[src/rtl/subdiv_pkg.sv]
package subdiv_pkg;

   // One-hot controller encoding
   typedef enum logic [2:0] {
      ST_LOAD = 3'b001,
      ST_STEP = 3'b010,
      ST_HOLD = 3'b100
   } subdiv_state_e;

   // Moore control word issued by the controller
   typedef struct packed {
      logic clr_q;   // clear quotient
      logic ld_b;    // capture divisor
      logic ld_r;    // write remainder
      logic r_sel;   // 0: dividend input, 1: difference
      logic inc_q;   // count a subtraction (gated by ge)
   } subdiv_ctl_t;

endpackage

[src/rtl/subdiv_sub.sv]
module subdiv_sub #(
   parameter int W      = 8,
   parameter int IMPL   = 0    // 0: arithmetic expression, 1: explicit borrow chain
) (
   input  logic [W-1:0] minuend,
   input  logic [W-1:0] subtrahend,
   output logic [W-1:0] diff,
   output logic         borrow
);

   if (W < 2) begin : g_bad_width
      $error("subdiv_sub: W must be at least 2");
   end
   if (IMPL != 0 && IMPL != 1) begin : g_bad_impl
      $error("subdiv_sub: IMPL must be 0 or 1");
   end

   if (IMPL == 0) begin : g_arith
      logic [W:0] wide;
      always_comb begin
         wide   = {1'b0, minuend} - {1'b0, subtrahend};
         diff   = wide[W-1:0];
         borrow = wide[W];
      end
   end else begin : g_chain
      logic [W:0] bw;
      assign bw[0] = 1'b0;
      for (genvar i = 0; i < W; i++) begin : g_bit
         assign diff[i]  = minuend[i] ^ subtrahend[i] ^ bw[i];
         assign bw[i+1]  = (~minuend[i] & subtrahend[i]) |
                           (~(minuend[i] ^ subtrahend[i]) & bw[i]);
      end
      assign borrow = bw[W];
   end

endmodule

[src/rtl/subdiv_ctrl.sv]
module subdiv_ctrl
   import subdiv_pkg::*;
(
   input  logic        clk,
   input  logic        rst_n,
   input  logic        start,
   input  logic        divisor_zero,  // combinational test of the divisor input
   input  logic        ge,            // remainder >= divisor, from subtractor borrow
   output subdiv_ctl_t ctl,
   output logic        done,
   output logic        err
);

   subdiv_state_e state_q, state_d;
   logic          err_q, err_d;

   always_comb begin
      state_d = state_q;
      err_d   = err_q;
      unique case (state_q)
         ST_LOAD: begin
            err_d = 1'b0;
            if (start) begin
               err_d   = divisor_zero;
               state_d = divisor_zero ? ST_HOLD : ST_STEP;
            end
         end
         ST_STEP: begin
            if (!ge) state_d = ST_HOLD;
         end
         ST_HOLD: begin
            if (!start) state_d = ST_LOAD;
         end
         default: state_d = ST_LOAD;
      endcase
   end

   always_ff @(posedge clk or negedge rst_n) begin
      if (!rst_n) begin
         state_q <= ST_LOAD;
         err_q   <= 1'b0;
      end else begin
         state_q <= state_d;
         err_q   <= err_d;
      end
   end

   // Moore decode: outputs depend on state only
   always_comb begin
      ctl = '0;
      unique case (state_q)
         ST_LOAD: begin
            ctl.clr_q = 1'b1;
            ctl.ld_b  = 1'b1;
            ctl.ld_r  = 1'b1;
            ctl.r_sel = 1'b0;
         end
         ST_STEP: begin
            ctl.ld_r  = 1'b1;
            ctl.r_sel = 1'b1;
            ctl.inc_q = 1'b1;
         end
         default: ctl = '0;
      endcase
   end

   assign done = (state_q == ST_HOLD);
   assign err  = err_q & done;

   AST_STATE_LEGAL: assert property (@(posedge clk) disable iff (!rst_n)
      $countones(state_q) == 1);
   AST_ZERO_SHORTCUT: assert property (@(posedge clk) disable iff (!rst_n)
      (state_q == ST_LOAD) && start && divisor_zero |=> done && err);
   AST_DONE_RELEASE: assert property (@(posedge clk) disable iff (!rst_n)
      done && !start |=> !done);
   AST_DONE_KEPT: assert property (@(posedge clk) disable iff (!rst_n)
      done && start |=> done);
   AST_NO_ERR_NONZERO: assert property (@(posedge clk) disable iff (!rst_n)
      (state_q == ST_LOAD) && start && !divisor_zero |=> !err);

endmodule

[src/rtl/subdiv_path.sv]
module subdiv_path
   import subdiv_pkg::*;
#(
   parameter int W        = 8,
   parameter int SUB_IMPL = 0
) (
   input  logic          clk,
   input  logic          rst_n,
   input  subdiv_ctl_t   ctl,
   input  logic [W-1:0]  dividend_in,
   input  logic [W-1:0]  divisor_in,
   output logic          ge,
   output logic [W-1:0]  q_out,
   output logic [W-1:0]  r_out,
   output logic [W-1:0]  b_out
);

   logic [W-1:0] r_q, b_q, q_q;
   logic [W-1:0] diff;
   logic         borrow;
   logic [W-1:0] r_next;

   subdiv_sub #(.W(W), .IMPL(SUB_IMPL)) u_sub (
      .minuend    (r_q),
      .subtrahend (b_q),
      .diff       (diff),
      .borrow     (borrow)
   );

   // the same subtraction that produces the difference decides R >= B
   assign ge     = ~borrow;
   assign r_next = ctl.r_sel ? diff : dividend_in;

   always_ff @(posedge clk or negedge rst_n) begin
      if (!rst_n) begin
         r_q <= '0;
         b_q <= '0;
         q_q <= '0;
      end else begin
         if (ctl.ld_r && (!ctl.r_sel || ge)) r_q <= r_next;
         if (ctl.ld_b)                       b_q <= divisor_in;
         if (ctl.clr_q)                      q_q <= '0;
         else if (ctl.inc_q && ge)           q_q <= q_q + 1'b1;
      end
   end

   assign q_out = q_q;
   assign r_out = r_q;
   assign b_out = b_q;

   AST_Q_STEP: assert property (@(posedge clk) disable iff (!rst_n)
      ctl.inc_q && ge && !ctl.clr_q |=> q_q == $past(q_q) + 1'b1);
   AST_R_SHRINKS: assert property (@(posedge clk) disable iff (!rst_n)
      ctl.r_sel && ge |=> r_q == $past(r_q) - $past(b_q));
   AST_IDLE_Q_ZERO: assert property (@(posedge clk) disable iff (!rst_n)
      ctl.clr_q |=> q_q == '0);

endmodule

[src/rtl/subdiv_top.sv]
module subdiv_top
   import subdiv_pkg::*;
#(
   parameter int W        = 8,
   parameter int SUB_IMPL = 1
) (
   input  logic          clk,
   input  logic          rst_n,
   input  logic          start,
   input  logic [W-1:0]  dividend_in,
   input  logic [W-1:0]  divisor_in,
   output logic          done,
   output logic          div_zero,
   output logic [W-1:0]  quotient,
   output logic [W-1:0]  remainder
);

   if (W < 2 || W > 32) begin : g_bad_width
      $error("subdiv_top: W must lie in 2..32");
   end

   subdiv_ctl_t  ctl;
   logic         ge;
   logic         zero_div;
   logic [W-1:0] b_held;

   assign zero_div = (divisor_in == '0);

   subdiv_ctrl u_ctrl (
      .clk          (clk),
      .rst_n        (rst_n),
      .start        (start),
      .divisor_zero (zero_div),
      .ge           (ge),
      .ctl          (ctl),
      .done         (done),
      .err          (div_zero)
   );

   subdiv_path #(.W(W), .SUB_IMPL(SUB_IMPL)) u_path (
      .clk         (clk),
      .rst_n       (rst_n),
      .ctl         (ctl),
      .dividend_in (dividend_in),
      .divisor_in  (divisor_in),
      .ge          (ge),
      .q_out       (quotient),
      .r_out       (remainder),
      .b_out       (b_held)
   );

   AST_DONE_STABLE: assert property (@(posedge clk) disable iff (!rst_n)
      done && $past(done) |-> $stable(quotient) && $stable(remainder));
   AST_REM_BELOW_DIV: assert property (@(posedge clk) disable iff (!rst_n)
      done && !div_zero |-> remainder < b_held);

endmodule

[config.mk]
export PLATFORM = sky130hd
export DESIGN_NAME = subdiv_top
export DESIGN_NICKNAME = d
export VERILOG_FILES = /design/src/rtl/subdiv_pkg.sv /design/src/rtl/subdiv_sub.sv /design/src/rtl/subdiv_ctrl.sv /design/src/rtl/subdiv_path.sv /design/src/rtl/subdiv_top.sv
export SDC_FILE = /design/constraint.sdc
export NUM_CORES = 1
export LEC_CHECK = 0
export BUFFER_PORTS_ARGS = -buffer_cell sky130_fd_sc_hd__buf_2
export CAP_MARGIN = 0
export CORE_ASPECT_RATIO = 2
export CORE_MARGIN = 3
export CORE_UTILIZATION = 29
export CTS_CLUSTER_SIZE = 16
export DETAILED_ROUTE_END_ITERATION = 8
export GPL_ROUTABILITY_DRIVEN = 0
export GPL_TIMING_DRIVEN = 0
export SLEW_MARGIN = 25
export SYNTH_ARGS = -nofsm -noshare
export SYNTH_HDL_FRONTEND = slang
export SYNTH_SLANG_ARGS = --single-unit
[constraint.sdc]
create_clock -name clk -period 5.3 [get_ports clk]
set_clock_uncertainty 0.2 [all_clocks]
set_input_delay 0.265 -clock clk [delete_from_list [all_inputs] [get_ports clk]]
set_output_delay 0.265 -clock clk [all_outputs]
set_load 0.03 [all_outputs]
======== Yosys cells after proc, flatten, opt, wreduce, memory -nomap -nowiden ========
Cells that the tools add are included.
operators by class
  eq/ne operators ......................... 6
  muxes and demuxes ....................... 12
  add/subtract/negate cells ............... 1
  bitwise gates (word level) .............. 54
  reduce and logical (&&, ||, !) cells .... 7
operator list
  kind                   number
  $mux W8                3
  $and A1 B1 Y1          16
  $not A1 Y1             16
  $xor A1 B1 Y1          15
  $mux W3                4
  $pmux W3 S3            1
  $add A8 B1 Y8 const B  1
  $logic_not A8 Y1       1
  $or A1 B1 Y1           7
  $ne A2 B2 Y1 const B   2
  $pmux W2 S2            1
  $eq A3 B1 Y1 const B   1
  $eq A3 B2 Y1 const B   1
  $eq A3 B3 Y1 const B   1
  $reduce_and A3 Y1      1
  $logic_and A1 B1 Y1    2
  $mux W1                2
  $mux W2                1
  $ne A2 B1 Y1 const B   1
  $reduce_bool A2 Y1     1
  $logic_not A1 Y1       1
  $logic_or A1 B1 Y1     1
storage, ports and cells
  output and inout bits ................... 18
  register bits after elaboration ......... 28
  word-level logic and storage cells ...... 85
  input bits .............................. 19

======== Logic depth before layout (Yosys ltp) ========
Gate-level depths: netlist of run 1.
  word-level depth ........................ 20
  mapped depth ............................ 15
  gate-level depth less buffers ........... 13

======== Hierarchy ========
Synthesis of run 1 repeated with hierarchy kept, for this count alone.
second synthesis, totals
  cell total of the unflattened synthesis .. 148
  area, all modules ....................... 1582.8 µm²
by module, submodules not included
  module       times used  sequential area each (µm²)  area each (µm²)  cells each
  subdiv_path  1           600.6                       1097.3           97
  subdiv_ctrl  1           101.3                       246.5            22
  subdiv_sub   1           0.0                         220.2            26
  subdiv_top   1           0.0                         18.8             3

======== Worst setup path before layout of run 1 ========
Ideal clock, no wire load.
  path type ............................... reg-to-reg
  start point ............................. register u_path.r_q[0], in the netlist u_path.r_out[0]
  end point ............................... register u_path.q_q[7], in the netlist u_path.q_out[7]
  path slack .............................. 0.904 ns
  setup time .............................. 0.078 ns
  path buffers ............................ 1
  cell stages (with the launch flop) ...... 15
  clock period less this slack ............ 4.396 ns
  arrival time ............................ 4.118 ns
  required time ........................... 5.022 ns
  cells stage by stage .................... dfrtp_1 inv_1 ha_1 fa_1 fa_1 fa_1 fa_1 fa_1 fa_1 inv_1 fa_1 nand4bb_1 buf_2 or4_1 a21oi_1
on the way
  word-level cells in the longest chain between the ends .. 19
ends and longest elaborated chain
  item                          RTL line           source
  from (decl)                   subdiv_path.sv:18  logic [W-1:0] r_q, b_q, q_q;
  from (signal assigned)        subdiv_path.sv:40  if (ctl.ld_r && (!ctl.r_sel || ge)) r_q <= r_next;
  $not A1 Y1                    subdiv_sub.sv:30   assign bw[i+1] = (~minuend[i] & subtrahend[i]) |
  $and A1 B1 Y1                 subdiv_sub.sv:30
  $and A1 B1 Y1                 subdiv_sub.sv:31   (~(minuend[i] ^ subtrahend[i]) & bw[i]);
  $or A1 B1 Y1                  subdiv_sub.sv:30
  $and A1 B1 Y1                 subdiv_sub.sv:31
  $or A1 B1 Y1                  subdiv_sub.sv:30
  $and A1 B1 Y1                 subdiv_sub.sv:31
  $or A1 B1 Y1                  subdiv_sub.sv:30
  (+3 left out)                 --
  $or A1 B1 Y1                  subdiv_sub.sv:30
  $and A1 B1 Y1                 subdiv_sub.sv:31
  $or A1 B1 Y1                  subdiv_sub.sv:30
  $and A1 B1 Y1                 subdiv_sub.sv:31
  $or A1 B1 Y1                  subdiv_sub.sv:30
  $not A1 Y1                    subdiv_path.sv:31  assign ge = ~borrow;
  $logic_and A1 B1 Y1           subdiv_path.sv:43  else if (ctl.inc_q && ge) q_q <= q_q + 1'b1;
  $reduce_bool A2 Y1 (no line)  --
  to (signal assigned)          subdiv_path.sv:43
  to (decl)                     subdiv_path.sv:18
No other way between the ends.
A chain may end at the register's enable or synchronous reset.

======== Worst setup path in the final report of run 1 ========
  start point ............................. register u_path.r_q[0], in the netlist u_path.r_out[0]
  end point ............................... register u_path.q_q[5], in the netlist u_path.q_out[5]
Same word-level chain as after synthesis.

==> metrics.yaml, run 1 <==
status:
  outcome: "complete, no violations"
clock_network:
  cts_tree: "built"
  cts.root.buffer_cell: "clkbuf_8"
  clk_latency_ns: 0.28
  cts.clk_slew.worst_paths_ns: 0.10
  cts_buffers: 3
  cts_hold_buf: 6
  htree_levels: 1
  cts_setup_buffers: 0
  cts_resized: 0
  cts_buffer_depth: 2
  cts_sinks: 28
global_routing:
  grt_most_used_layer: "met2"
  use_met2: 0.208
  first_global_vias: 1288
  grt-ovfl-total: 0
  track_usage: 0.124
  met1_usage: 0.150
  grt_antenna_before_repair: 0
  grt_pass1_wl_mm: 5.97
  grt_max_degree: 29
  gr-usage-met3: 0.0131
synth:
  ys_warn_count: 0
  syn_area_per_cell_um2: 9.92
  ys_seq_area_frac: 0.466
  ys_types: 35
  synth.cell_area_um2: 1510
  synth_nets: 180
  ys_ff_latch: 28
  syn_inst: 152
sta:
  slew_violations: 0
  rsz0062_at_grt: "no"
  finalCritPeriodShare: 0.840
  min_period_ns: 4.45
  fin_setup_tns_ns: 0
  hold_viol_final: 0
  fmax_ghz: 0.225
  setup_viol: 0
  relSlewSlack: 0.566
  tightest_slew_ns: 0.651
detailed_routing:
  drtIter0Drc: 15
  postRouteAntennaNets: 0
  drt_wl_total_mm: 3.51
  wl_per_cell_um: 13.8
  drc: 0
  vias_per_cell: 4.92
  num_vias: 1255
  dr.pass1.iters: 4
setup_path:
  crit_slowest_cell: "or4_1"
  ff2ff_setup_slack_ns: 0.85
  max_stage_delay_ns: 0.51
  crit_family: "adder cells"
  endpoint_kind: "flop"
  critical_path.cell_chain: "inv_1 > ha_1 > fa_1 > fa_1 > fa_1 > fa_1 > fa_1 > fa_1 > inv_1 > fa_1 > nand4bb_1 > buf_2 > or4_1 > a21oi_1"
  crit_path_frequent_cell: "fa_1"
  required_ns: 5.31
  critPathBufInv: 3
  worst_setup_path_start_kind: "flop"
  arrival_ns: 4.46
  path_max_fanout: 10
  critPathKind: "reg2reg"
place:
  place_area_um2: 1760
  io_buffers: 36
  dp_hpwl_mm: 2.64
  dp.cells: 245
die:
  rows: 36
  die_x_um: 57.0
  core_area_um2: 4950
  die_h_um: 108
  die_area_um2: 6150
  io_pins: 37
  start_util: 0.304
finish:
  final_cells: 255
  area_growth_pct: 25.4
  final_common_cell: "buf_2"
  num-nets-final: 227
  design_area_um2: 1890
  layout-drive-gt1-share: 0.258
  post-route-util: 0.382
  diodes: 0
  final_cell_mix: "40 x buf_2, 27 x nand2_1, 27 x dfrtp_1"
pwr:
  p_total_mw: 1.09
  vdd_drop_max_uv: 383
  power_density_nw_per_um2: 575
  leakage_nw: 0.923
min_path:
  hold_class: "in2reg"
flow_run:
  drv_cap: 0
[worst register-to-register path, stage by stage, from the launching register on]
cell       delay [ns]
dfrtp_1          0.38
inv_1            0.05
ha_1             0.21
fa_1             0.39
fa_1             0.40
fa_1             0.39
fa_1             0.39
fa_1             0.38
fa_1             0.36
inv_1            0.08
fa_1             0.21
nand4bb_1        0.10
buf_2            0.18
or4_1            0.51
a21oi_1          0.15
[stage by stage]
stage	hold slack [ns]	worst slack [ns]
finish	0.00793	0.850
global route	0.0103	0.728
CTS	0.00279	0.832
detailed placement	0.128	0.869
global placement	0.137	0.872
floorplan	-0.231	0.904
[area by class of cell]
class	instances	area, um^2
multi-input cells	106	729
well taps	57	71.3
inverters	12	45.0
repair buffers	42	240
clock inverters	1	30.0
clock buffers	3	41.3
plain buffers	6	31.3
flip-flops and latches	28	702
fillers	545	3060
[logic make-up (layout without fill, tap and decap cells)]
| group | Yosys count | after routing | synth area share |
|---|---|---|---|
| flops | 28 | 28 | 0.466 |
| fa+ha+maj | 9 | 9 | 0.110 |
| simple gates | 66 | 66 | 0.229 |
| mux | 5 | 5 | 0.0332 |
| buf+inv | 18 | 64 | 0.0506 |
| compound gates | 26 | 26 | 0.112 |
[cell usage after synthesis (all sizes together)]
cell type  count  area share
a211oi         1      0.0050
a21oi          5       0.017
nor3b          2       0.017
mux2i          5       0.033
or3b           1      0.0058
inv           12       0.030
o311ai         1      0.0058
and2           6       0.025
fa             7       0.093
o41ai          1      0.0058
a31oi          1      0.0042
a22o           1      0.0058
nor2           8       0.022
o21ai          7       0.023
nand2b         1      0.0042
nand3         10       0.033
dfstp          1       0.017
clkbuf         1      0.0025
buf            5       0.018
a21o           1      0.0050
and3           1      0.0042
and4bb         1      0.0083
ha             2       0.017
dfrtp         27        0.45
nand4bb        1      0.0075
nor4           2      0.0083
nand4          1      0.0042
or3            3       0.012
or4            2       0.010
nand2         27       0.067
o31ai          7       0.035
a31o           1      0.0058
[flip-flops by register name (all words and copies together), names as in the netlist]
signal,flops
u_path.r_out,8
u_path.b_out,8
u_ctrl.err_q,1
u_path.q_out,8
u_ctrl.state_q,3
[final timing paths]
check | from | endpoint | cells past startpoint
min reg2reg | u_path.b_out[0] | u_path.b_out[0] | 2
max in group asynchronous | rst_n | u_path.r_out[7] | 2
min | divisor_in[7] | u_path.b_out[7] | 3
min in group asynchronous | rst_n | u_path.r_out[4] | 2
max reg2reg | u_path.r_out[0] | u_path.q_out[5] | 14
max | u_path.r_out[0] | u_path.q_out[5] | 14
[power by group]
group          switching [mW]  total (mW)  internal, mW
Sequential             0.0639       0.359         0.295
Combinational           0.346       0.559         0.213
Clock                  0.0682       0.169         0.101
Total                   0.478        1.09         0.609
[routing by layer]
layer / vias up / wire [um]
met4: 0 / 77
li1: 611 / -
met2: 25 / 1820
met1: 614 / 1500
met3: 5 / 108
met5: - / 0
(Power assumes the default switching activity.)
==> run 2, diff against run 1 <==
--- a/config.mk
+++ b/config.mk
@@ -5,6 +5,7 @@
 export SDC_FILE = /design/constraint.sdc
 export NUM_CORES = 1
 export LEC_CHECK = 0
+export ABC_AREA = 1
 export BUFFER_PORTS_ARGS = -buffer_cell sky130_fd_sc_hd__buf_2
 export CAP_MARGIN = 0
 export CORE_ASPECT_RATIO = 2
==> constraint.sdc (replaced) <==
create_clock -name clk -period 3.7 [get_ports clk]
set_clock_uncertainty 0.2 [all_clocks]
set_input_delay 0.185 -clock clk [delete_from_list [all_inputs] [get_ports clk]]
set_output_delay 0.185 -clock clk [all_outputs]
set_load 0.03 [all_outputs]
==> run 2 against run 1 <==
The run now ends with setup timing left. Area after synthesis grew 5.3%. Total power grew 63%. Fmax grew 17%. Core utilization grew 2.4 points. Register-to-register slack lost 0.96 ns. Via count grew 14%. Final cell count grew 22%. Cell area grew 12%. Hold slack gained 0.0095 ns. Die area grew 4.9%. Sequential power grew 49%.
==> metrics.yaml, run 2 <==
detailed_routing:
  num_vias: 1427
  vias_per_cell: 4.59
  wl_per_cell_um: 12.3
  drt_wl_total_mm: 3.84
  dr.pass1.iters: 4
  drtIter0Drc: 34
  postRouteAntennaNets: 0
  drc: 0
die:
  core_area_um2: 5230
  die_x_um: 58.3
  die_h_um: 111
  io_pins: 37
  start_util: 0.304
  rows: 37
  die_area_um2: 6450
finish:
  multiInputGateArea_um2: 821
  regArea_um2: 704
  diodes: 0
  area_growth_pct: 33.6
  final_cell_mix: "68 x nand2_1, 38 x buf_2, 25 x dfrtp_1"
  layout-drive-gt1-share: 0.304
  fill_cells: 562
  final_common_cell: "nand2_1"
  num-nets-final: 282
  final_cells: 311
synth:
  syn_area_per_cell_um2: 8.14
  ys_types: 22
  synth.cell_area_um2: 1590
  yosysMostFrequentCell: "nand2_1"
  synth-async-reset-ratio: 1.00
  ys_seq_area_frac: 0.442
  ys_warn_count: 0
  synthTopCellsByArea: "dfrtp_1 43%, nand2_1 17%, fa_1 8.8%"
  synth-main-ff-cell: "dfrtp_1"
  ys_ff_latch: 28
  syn_inst: 195
  synth_commonest_cells: "70 x nand2_1, 27 x dfrtp_1, 25 x inv_1, 20 x nor2_1, 11 x o21ai_1"
  synth_nets: 223
  synth_top_area_frac: 0.426
  synth_edf_count: 0
  netlist.top_cell.by_area: "dfrtp_1"
pwr:
  power_density_nw_per_um2: 838
  leakage_nw: 1.07
  vdd_drop_max_uv: 316
sta:
  tightest_slew_ns: 0.656
  slew_violations: 0
  setup_ws_ns: -0.105
  relSlewSlack: 0.563
  fin_setup_tns_ns: -1.37
  min_period_ns: 3.81
  finalCritPeriodShare: 1.03
  hold_viol_final: 0
  rsz0062_at_grt: "yes"
  setup_viol: 18
  fmax_ghz: 0.263
status:
  violations: "setup timing"
  outcome: "finished with violations"
setup_path:
  max_stage_delay_ns: 0.42
  endpoint_kind: "flop"
  critPathKind: "reg2reg"
  arrival_ns: 3.78
  crit_path_frequent_cell: "fa_2"
  path_max_fanout: 5
  required_ns: 3.68
  crit_slowest_cell: "dfrtp_1"
  worst_setup_path_start_kind: "flop"
  critical_path.cell_chain: "ha_4 > fa_2 > fa_2 > fa_2 > fa_2 > fa_2 > fa_2 > inv_2 > fa_2 > buf_4 > nand4_4 > nand2_2 > nor2_1 > nand2_1 > nand2_1"
clock_network:
  clk_latency_ns: 0.28
  cts.clk_slew.worst_paths_ns: 0.10
  cts_buffers: 3
  cts.root.buffer_cell: "clkbuf_8"
  cts_tree: "built"
  cts_buffer_depth: 2
  cts_sinks: 28
  htree_levels: 1
flow_run:
  drv_cap: 0
place:
  dp.cells: 289
  pre_cts_slack_ns: -0.158
  dp_hpwl_mm: 2.92
  io_buffers: 36
min_path:
  hold_class: "in2reg"
global_routing:
  grt_max_degree: 29
  grt_pass1_wl_mm: 6.50
  track_usage: 0.131
  grt_antenna_before_repair: 0
  first_global_vias: 1394
  grt-ovfl-total: 0
==> run 2: timing repair <==
item / 4_1_cts / 5_1_grt
pin swaps: 2 / 0
resized for setup: 5 / 5
setup buffers: 5 / 2
cloned: 1 / 0
hold buffers: 10 / 0
setup endpoints to repair: 18 / 19
hold endpoints to repair: 36 / 0
==> run 2: final cells by class <==
type	instances	area share
clock buffer	4	0.0212
buffer	4	0.0171
tap	58	0.0342
multi-input combinational	137	0.387
timing repair buffer	53	0.160
inverter	27	0.0478
sequential	28	0.332
==> run 2: final timing paths <==
kind	endpoint	slack, ns	start	depth (start not counted)
max	u_ctrl.state_q[1]	-0.11	u_path.b_out[0]	15
min	u_path.r_out[1]	0.02	dividend_in[1]	5
max reg2reg	u_ctrl.state_q[1]	-0.11	u_path.b_out[0]	15
min reg2reg	u_path.q_out[0]	0.33	u_path.q_out[0]	1
max in group asynchronous	u_path.r_out[1]	2.59	rst_n	2
min in group asynchronous	u_path.r_out[0]	0.26	rst_n	2
==> run 2: per-stage QoR <==
stage / hold WS, ns / power [mW] / cell area, um^2 / utilization
2_1_floorplan: -0.311 / 1.24 / 1620 / -
3_3_place_gp: 0.0508 / 1.46 / 1870 / 0.358
3_5_place_dp: 0.0566 / 1.49 / 1870 / 0.358
4_1_cts: 0.0235 / 1.76 / 2090 / 0.399
5_1_grt: 0.0388 / 1.98 / 2120 / 0.405
6_report: 0.0174 / 1.78 / 2120 / 0.405
==> run 2: per-layer routing <==
layer	share of wire	GRT usage	wire length [um]
met4	0.021	0.0650	79
met1	0.37	0.141	1410
met5	0	0	0
met3	0.030	0.00936	114
met2	0.58	0.240	2230
==> run 2: logic make-up after synthesis <==
family,share of synthesized area
fa+ha+maj,0.104
compound gates,0.0772
buf+inv,0.0867
flops,0.442
simple gates,0.290
==> run 2: power breakdown <==
group	switching (mW)	leakage, nW	total [mW]	internal (mW)
Combinational	0.644	0.698	1.07	0.422
Sequential	0.101	0.353	0.535	0.434
Clock	0.0986	0.0228	0.176	0.0775
==> run 2: critical path: cells and delay by family (launching register included) <==
kind,cells,cell delay (ns)
adder cells (fa/ha/maj),8,2.49
buffers and inverters,2,0.19
AND/OR/NAND/NOR,5,0.39
flip-flops,1,0.42
